`src/rtl/rmw_rotate_pkg.sv`:
```
package rmw_rotate_pkg;
  typedef enum logic {
    COMB_OR  = 1'b0,
    COMB_ADD = 1'b1
  } comb_e;

  localparam int unsigned NUM_SRC = 2;
  localparam int unsigned NUM_RD  = NUM_SRC + 1;
endpackage

```
`src/rtl/rmw_regfile.sv`:
```
module rmw_regfile #(
  parameter int unsigned DATA_W   = 32,
  parameter int unsigned NUM_REGS = 16,
  parameter int unsigned NUM_RD   = 3,
  parameter int unsigned IDX_W    = $clog2(NUM_REGS)
) (
  input  logic                           clk_i,
  input  logic                           rst_ni,
  input  logic [NUM_RD-1:0][IDX_W-1:0]   rd_idx_i,
  output logic [NUM_RD-1:0][DATA_W-1:0]  rd_data_o,
  input  logic                           we_i,
  input  logic [IDX_W-1:0]               wr_idx_i,
  input  logic [DATA_W-1:0]              wr_data_i
);
  logic [DATA_W-1:0] mem_q [NUM_REGS];

  always_ff @(posedge clk_i or negedge rst_ni) begin
    if (!rst_ni) begin
      for (int i = 0; i < NUM_REGS; i++) mem_q[i] <= '0;
    end else if (we_i) begin
      mem_q[wr_idx_i] <= wr_data_i;
    end
  end

  for (genvar g = 0; g < NUM_RD; g++) begin : g_rd
    assign rd_data_o[g] = mem_q[rd_idx_i[g]];
  end
endmodule

```
`src/rtl/rmw_opsel.sv`:
```
module rmw_opsel #(
  parameter int unsigned DATA_W = 32
) (
  input  logic              use_imm_i,
  input  logic [DATA_W-1:0] imm_i,
  input  logic [DATA_W-1:0] reg_i,
  output logic [DATA_W-1:0] op_o
);
  assign op_o = use_imm_i ? imm_i : reg_i;
endmodule

```
`src/rtl/rmw_alu.sv`:
```
module rmw_alu
  import rmw_rotate_pkg::*;
#(
  parameter int unsigned DATA_W = 32,
  parameter int unsigned ROT_W  = $clog2(DATA_W)
) (
  input  logic [DATA_W-1:0] dst_i,
  input  logic [DATA_W-1:0] mask_i,
  input  logic [ROT_W-1:0]  rot_i,
  input  logic [DATA_W-1:0] addend_i,
  input  comb_e             mode_i,
  output logic [DATA_W-1:0] res_o
);
  logic [DATA_W-1:0]   masked;
  logic [2*DATA_W-1:0] dbl;
  logic [DATA_W-1:0]   rotated;

  assign masked  = dst_i & mask_i;
  // upper half of the doubled word shifted left is the circular rotate
  assign dbl     = {masked, masked} << rot_i;
  assign rotated = dbl[2*DATA_W-1:DATA_W];

  always_comb begin
    unique case (mode_i)
      COMB_ADD: res_o = rotated + addend_i;
      default:  res_o = rotated | addend_i;
    endcase
  end
endmodule

```
`src/rtl/rmw_seq.sv`:
```
module rmw_seq
  import rmw_rotate_pkg::*;
#(
  parameter int unsigned DATA_W = 32,
  parameter int unsigned IDX_W  = 4,
  parameter int unsigned ROT_W  = 5
) (
  input  logic              clk_i,
  input  logic              rst_ni,
  input  logic              accept_i,
  input  logic [IDX_W-1:0]  dst_idx_i,
  input  logic [DATA_W-1:0] dst_val_i,
  input  logic [DATA_W-1:0] src0_i,
  input  logic [DATA_W-1:0] src1_i,
  input  logic [ROT_W-1:0]  rot_i,
  input  comb_e             mode_i,
  input  logic [DATA_W-1:0] result_i,
  output logic              busy_o,
  output logic [IDX_W-1:0]  dst_idx_o,
  output logic [DATA_W-1:0] dst_val_o,
  output logic [DATA_W-1:0] src0_o,
  output logic [DATA_W-1:0] src1_o,
  output logic [ROT_W-1:0]  rot_o,
  output comb_e             mode_o,
  output logic              wb_en_o,
  output logic [IDX_W-1:0]  wb_idx_o,
  output logic [DATA_W-1:0] wb_data_o
);
  always_ff @(posedge clk_i or negedge rst_ni) begin
    if (!rst_ni) begin
      busy_o    <= 1'b0;
      dst_idx_o <= '0;
      dst_val_o <= '0;
      src0_o    <= '0;
      src1_o    <= '0;
      rot_o     <= '0;
      mode_o    <= COMB_OR;
    end else if (accept_i) begin
      busy_o    <= 1'b1;
      dst_idx_o <= dst_idx_i;
      dst_val_o <= dst_val_i;
      src0_o    <= src0_i;
      src1_o    <= src1_i;
      rot_o     <= rot_i;
      mode_o    <= mode_i;
    end else begin
      busy_o    <= 1'b0;
    end
  end

  always_ff @(posedge clk_i or negedge rst_ni) begin
    if (!rst_ni) begin
      wb_en_o   <= 1'b0;
      wb_idx_o  <= '0;
      wb_data_o <= '0;
    end else begin
      wb_en_o <= busy_o;
      if (busy_o) begin
        wb_idx_o  <= dst_idx_o;
        wb_data_o <= result_i;
      end
    end
  end
endmodule

```
`src/rtl/rmw_rotate_unit.sv`:
```
module rmw_rotate_unit
  import rmw_rotate_pkg::*;
#(
  parameter int unsigned DATA_W   = 32,
  parameter int unsigned NUM_REGS = 16,
  parameter int unsigned IDX_W    = $clog2(NUM_REGS),
  parameter int unsigned ROT_W    = $clog2(DATA_W)
) (
  input  logic              clk_i,
  input  logic              rst_ni,
  input  logic              cmd_valid_i,
  output logic              cmd_ready_o,
  input  logic [IDX_W-1:0]  cmd_dst_i,
  input  logic              cmd_src0_is_imm_i,
  input  logic [IDX_W-1:0]  cmd_src0_idx_i,
  input  logic [DATA_W-1:0] cmd_src0_imm_i,
  input  logic              cmd_src1_is_imm_i,
  input  logic [IDX_W-1:0]  cmd_src1_idx_i,
  input  logic [DATA_W-1:0] cmd_src1_imm_i,
  input  logic [ROT_W-1:0]  cmd_rot_i,
  input  logic              cmd_add_i,
  output logic              wb_en_o,
  output logic [IDX_W-1:0]  wb_idx_o,
  output logic [DATA_W-1:0] wb_data_o,
  output logic              done_o
);
  logic                          accept, busy;
  logic [NUM_RD-1:0][IDX_W-1:0]  rd_idx;
  logic [NUM_RD-1:0][DATA_W-1:0] rd_data;
  logic [NUM_SRC-1:0]            src_is_imm;
  logic [NUM_SRC-1:0][DATA_W-1:0] src_imm, src_val;
  logic [IDX_W-1:0]              lat_idx;
  logic [DATA_W-1:0]             lat_dst, lat_s0, lat_s1, result;
  logic [ROT_W-1:0]              lat_rot;
  comb_e                         lat_mode, cmd_mode;

  assign cmd_ready_o = !busy;
  assign accept      = cmd_valid_i && cmd_ready_o;
  assign cmd_mode    = cmd_add_i ? COMB_ADD : COMB_OR;

  // read port 0 = destination, ports 1.. = sources
  assign rd_idx[0]  = cmd_dst_i;
  assign rd_idx[1]  = cmd_src0_idx_i;
  assign rd_idx[2]  = cmd_src1_idx_i;
  assign src_is_imm = {cmd_src1_is_imm_i, cmd_src0_is_imm_i};
  assign src_imm    = {cmd_src1_imm_i, cmd_src0_imm_i};

  rmw_regfile #(
    .DATA_W(DATA_W), .NUM_REGS(NUM_REGS), .NUM_RD(NUM_RD), .IDX_W(IDX_W)
  ) u_rf (
    .clk_i, .rst_ni,
    .rd_idx_i  (rd_idx),
    .rd_data_o (rd_data),
    .we_i      (busy),
    .wr_idx_i  (lat_idx),
    .wr_data_i (result)
  );

  for (genvar g = 0; g < NUM_SRC; g++) begin : g_src
    rmw_opsel #(.DATA_W(DATA_W)) u_sel (
      .use_imm_i (src_is_imm[g]),
      .imm_i     (src_imm[g]),
      .reg_i     (rd_data[g+1]),
      .op_o      (src_val[g])
    );
  end

  rmw_seq #(.DATA_W(DATA_W), .IDX_W(IDX_W), .ROT_W(ROT_W)) u_seq (
    .clk_i, .rst_ni,
    .accept_i  (accept),
    .dst_idx_i (cmd_dst_i),
    .dst_val_i (rd_data[0]),
    .src0_i    (src_val[0]),
    .src1_i    (src_val[1]),
    .rot_i     (cmd_rot_i),
    .mode_i    (cmd_mode),
    .result_i  (result),
    .busy_o    (busy),
    .dst_idx_o (lat_idx),
    .dst_val_o (lat_dst),
    .src0_o    (lat_s0),
    .src1_o    (lat_s1),
    .rot_o     (lat_rot),
    .mode_o    (lat_mode),
    .wb_en_o   (wb_en_o),
    .wb_idx_o  (wb_idx_o),
    .wb_data_o (wb_data_o)
  );

  rmw_alu #(.DATA_W(DATA_W), .ROT_W(ROT_W)) u_alu (
    .dst_i    (lat_dst),
    .mask_i   (lat_s0),
    .rot_i    (lat_rot),
    .addend_i (lat_s1),
    .mode_i   (lat_mode),
    .res_o    (result)
  );

  assign done_o = wb_en_o;
endmodule

```
`config.mk`:
```
export PLATFORM = sky130hd
export DESIGN_NAME = rmw_rotate_unit
export DESIGN_NICKNAME = d
export VERILOG_FILES = /design/src/rtl/rmw_rotate_pkg.sv /design/src/rtl/rmw_regfile.sv /design/src/rtl/rmw_opsel.sv /design/src/rtl/rmw_alu.sv /design/src/rtl/rmw_seq.sv /design/src/rtl/rmw_rotate_unit.sv
export SDC_FILE = /design/constraint.sdc
export NUM_CORES = 2
export LEC_CHECK = 0
export ABC_CLOCK_PERIOD_IN_PS = 5140
export BUFFER_PORTS_ARGS = -buffer_cell sky130_fd_sc_hd__buf_2
export CAP_MARGIN = 30
export CORE_UTILIZATION = 55
export CTS_CLUSTER_DIAMETER = 150
export CTS_CLUSTER_SIZE = 20
export DETAILED_ROUTE_END_ITERATION = 10
export PLACE_DENSITY = 0.76
export SLEW_MARGIN = 20
export SYNTH_ARGS = -nofsm -noshare
export SYNTH_HDL_FRONTEND = slang
export SYNTH_SLANG_ARGS = --single-unit
```
`constraint.sdc`:
```
create_clock -name clk_i -period 5.14 [get_ports clk_i]
set_input_delay 1.542 -clock clk_i [delete_from_list [all_inputs] [get_ports clk_i]]
set_output_delay 1.542 -clock clk_i [all_outputs]
set_load 0.05 [all_outputs]
```
==> reports/results.txt <==
CTS Sinks -> 656
Mapped Area -> 0.0401 mm^2
Total GRT Usage -> 34.5%
Detail-routed net length per standard cell -> 28.1 um
Top_reg_cell synth -> dfrtp_1
Crit end category -> flip-flop
Initial antenna violation count -> 4
Global-route wire length before repair -> 190,000 um
Chip width -> 272 um
Synth Area in Compound Gates -> 10.1%
Final Net Count -> 3,669
Pin count of the biggest net entering global routing -> 99
Most frequent cells in the layout -> nand2_1 (683), dfrtp_1 (652), o21ai_0 (531), mux4_2 (480), mux2i_1 (192)
Placement Setup Slack -> 331 ps
Clock Tree Buf Depth -> 3
Synth Area in Simple Gates -> 9.35%
CP Class -> reg -> reg
Max-slew violation count -> 0
Seq pwr share -> 45.0%
Max Freq -> 201 MHz
Cells after synthesis -> 3,552
IO Pins -> 126
Reg area -> 0.0164 mm^2
Internal cell power -> 12.2 mW
Worst setup SP type -> flip-flop
Vias in the first global route -> 30,260
# diodes -> 0
Vias -> 30,663
Combinational share of power -> 39.0%
Sw frac -> 38.1%
Worst skew pair latency -> 620 ps
H-Tree Depth -> 2
Crit Path Max Fanout -> 65
Ys async rst share -> 100%
Design area -> 0.0430 mm^2
RSZ-0062 raised after global routing -> false
Net load switching power -> 7.52 mW
Die Height -> 272 um
Outcome -> complete, no violations
Clk Tree Root Cell -> clkbuf_16
Synthesized area per cell -> 11.3 um^2
Total negative slack -> 0 ps
CTS buffer count -> 38
Placer's final routability congestion estimate -> 1.02
Syn. warnings -> 0
Multiplexer share of the synthesized area -> 33.0%
IO Port Bufs -> 125
WP data arrival -> 5510 ps
Rel. slew slack -> 34.0%
Worst hold slack -> 494 ps
Detail Placement HPWL -> 84,400 um
Worst-Margin Slew -> 986 ps
Max Clock Skew -> 44.2 ps
Unique masters post-synth -> 69
Post-CTS setup buffer count -> 0
Drt first pass iters -> 6
Adder-Cell Fraction of Synth Area -> 2.11%
Share of layout cells above drive strength 1 -> 24.3%
Area Growth Syn to Fin -> 7.21%
Starting Density -> 55.8%
Post-CTS Hold Fix Bufs -> 0
Routed WL -> 126,000 um
Max_cap viols -> 0
GRT overflow -> 0
Post-synthesis sequential area ratio -> 40.9%
# DRC -> 0
Syn_nets -> 3,706
Multi-input gate area -> 0.0222 mm^2
Final Hold Viols -> 0
Fin crit share -> 96.6%
Clock transition at path regs -> 90 ps
Clock network power share -> 16.1%
Power per cell area -> 459 mW/mm^2
Flops & latches, synth -> 656
Core footprint -> 0.0719 mm^2
Placement row count -> 98
Synth Area in XOR/XNOR -> 0.502%
Leak -> 18.2 nW
Hold WC Path Type -> reg -> reg
Post-synth EDFFs -> 0
CTS tree -> yes
Most common cell after layout, fill and taps aside -> nand2_1
Peak VDD IR -> 428 uV
Final Critical Period -> 4970 ps
Final setup fails -> 0
Die ar. -> 0.0740 mm^2
DR vias/cell -> 6.86
Setup ws final -> 173 ps
Iter 0 DRT Violations -> 4,218
Residual antenna-violating net count after detailed routing -> 0
Worst path required time -> 5690 ps
Main combinational cell family by area after synthesis -> multiplexers
Pwr Total -> 19.8 mW
Fill count -> 5,740
DP Area -> 0.0420 mm^2
## final cells by class
class | count | share of cell area [%]
Multi-Input combinational cell | 2501 | 51.5
Clock inverter | 4 | 0.148
Timing Repair Buffer | 239 | 4.45
Tap cell | 950 | 2.76
Inverter | 79 | 0.689
Sequential cell | 656 | 38.2
Clock buffer | 41 | 2.24
## through the flow
stage,std cells,utilization (%)
4_1_cts,4469,59.8
3_5_place_dp,4424,58.4
3_3_place_gp,4422,58.3
2_1_floorplan,3552,-
5_1_grt,4470,59.9
6_report,4470,59.9
## routing by layer
metal | routed length (um) | vias up | global-route usage, %
li1 | - | 12909 | -
met1 | 49100 | 15475 | 48.1
met2 | 57600 | 1866 | 52.7
met3 | 12500 | 409 | 6.96
met4 | 6470 | 4 | 16.1
met5 | 18 | - | 0
## cells in the mapped netlist (24+ instances only)
cell / n / area [um^2]
inv_1: 77 / 289
o21ai_0: 531 / 2660
nor2_1: 139 / 522
o21ai_1: 24 / 120
a21oi_1: 152 / 761
mux4_2: 480 / 10800
dfrtp_1: 656 / 16400
nand3_1: 40 / 200
nand2_1: 696 / 2610
mux2_2: 31 / 349
clkbuf_1: 225 / 845
ha_1: 66 / 826
buf_1: 32 / 120
buf_2: 46 / 230
mux2i_1: 192 / 1920
## kinds of logic (layout without fill, tap and decap cells)
kind of cell    Yosys count  in the layout
simple gates            938            938
compound gates          759            759
mux                     714            714
flops                   656            656
buf+inv                 395            363
fa+ha+maj                67             67
xor+xnor                 23             23
## worst max-delay path: stages, from the launching register on
cell and delay (ps):
dfrtp_2 420, buf_12 180, o21ai_0 440, mux2i_1 180, mux2i_1 290, mux2i_1 140, mux2i_1 220, ha_1 280
inv_1 90, fa_1 440, nor2b_2 170, o2111ai_2 170, a31o_1 290, or3_4 350, a21oi_2 150, nor4_1 90
o31ai_4 660, mux2_2 300
## power by group through the flow
stage                     combinational, mW  clock, mW  sequential (mW)
after floorplan                        5.48          0             8.54
after global placement                 7.38          0             8.69
after detailed placement               7.61          0             8.86
after CTS                              7.63       3.20             8.79
after global routing                   8.31       3.36             9.12
final                                  7.71       3.17             8.88
## final timing paths
check                                          startpoint  cells past startpoint  slack (ps)                             end
hold / removal             u_seq.wb_data_o[7]$_DFFE_PN0P_                      2         490  u_seq.wb_data_o[7]$_DFFE_PN0P_
setup / recovery               u_seq.rot_o[0]$_DFFE_PN0P_                     17         170     u_rf.mem_q[118]$_DFFE_PN0P_
min in group asynchronous                          rst_ni                      1         930     u_rf.mem_q[237]$_DFFE_PN0P_
setup reg to reg               u_seq.rot_o[0]$_DFFE_PN0P_                     17         170     u_rf.mem_q[118]$_DFFE_PN0P_
hold reg to reg            u_seq.wb_data_o[7]$_DFFE_PN0P_                      2         490  u_seq.wb_data_o[7]$_DFFE_PN0P_
max in group asynchronous                          rst_ni                      3        3130     u_rf.mem_q[208]$_DFFE_PN0P_
## flip-flops by register name, summed over array words and instances (netlist names)
name	flops
u_seq.wb_data_o	32
u_rf.mem_q	512
u_seq.src1_o	32
u_seq.src0_o	32
u_seq.busy_o	1
u_seq.wb_idx_o	4
u_seq.dst_val_o	32
u_seq.dst_idx_o	4
u_seq.wb_en_o	1
u_seq.rot_o	5
u_seq.mode_o	1
## what timing repair did
action | in CTS | in global routing
hold endpoints to repair | 0 | 0
gates resized for setup | 0 | 1
setup endpoints to repair | 0 | 17
Note: power is estimated with default switching activity, not from simulation.
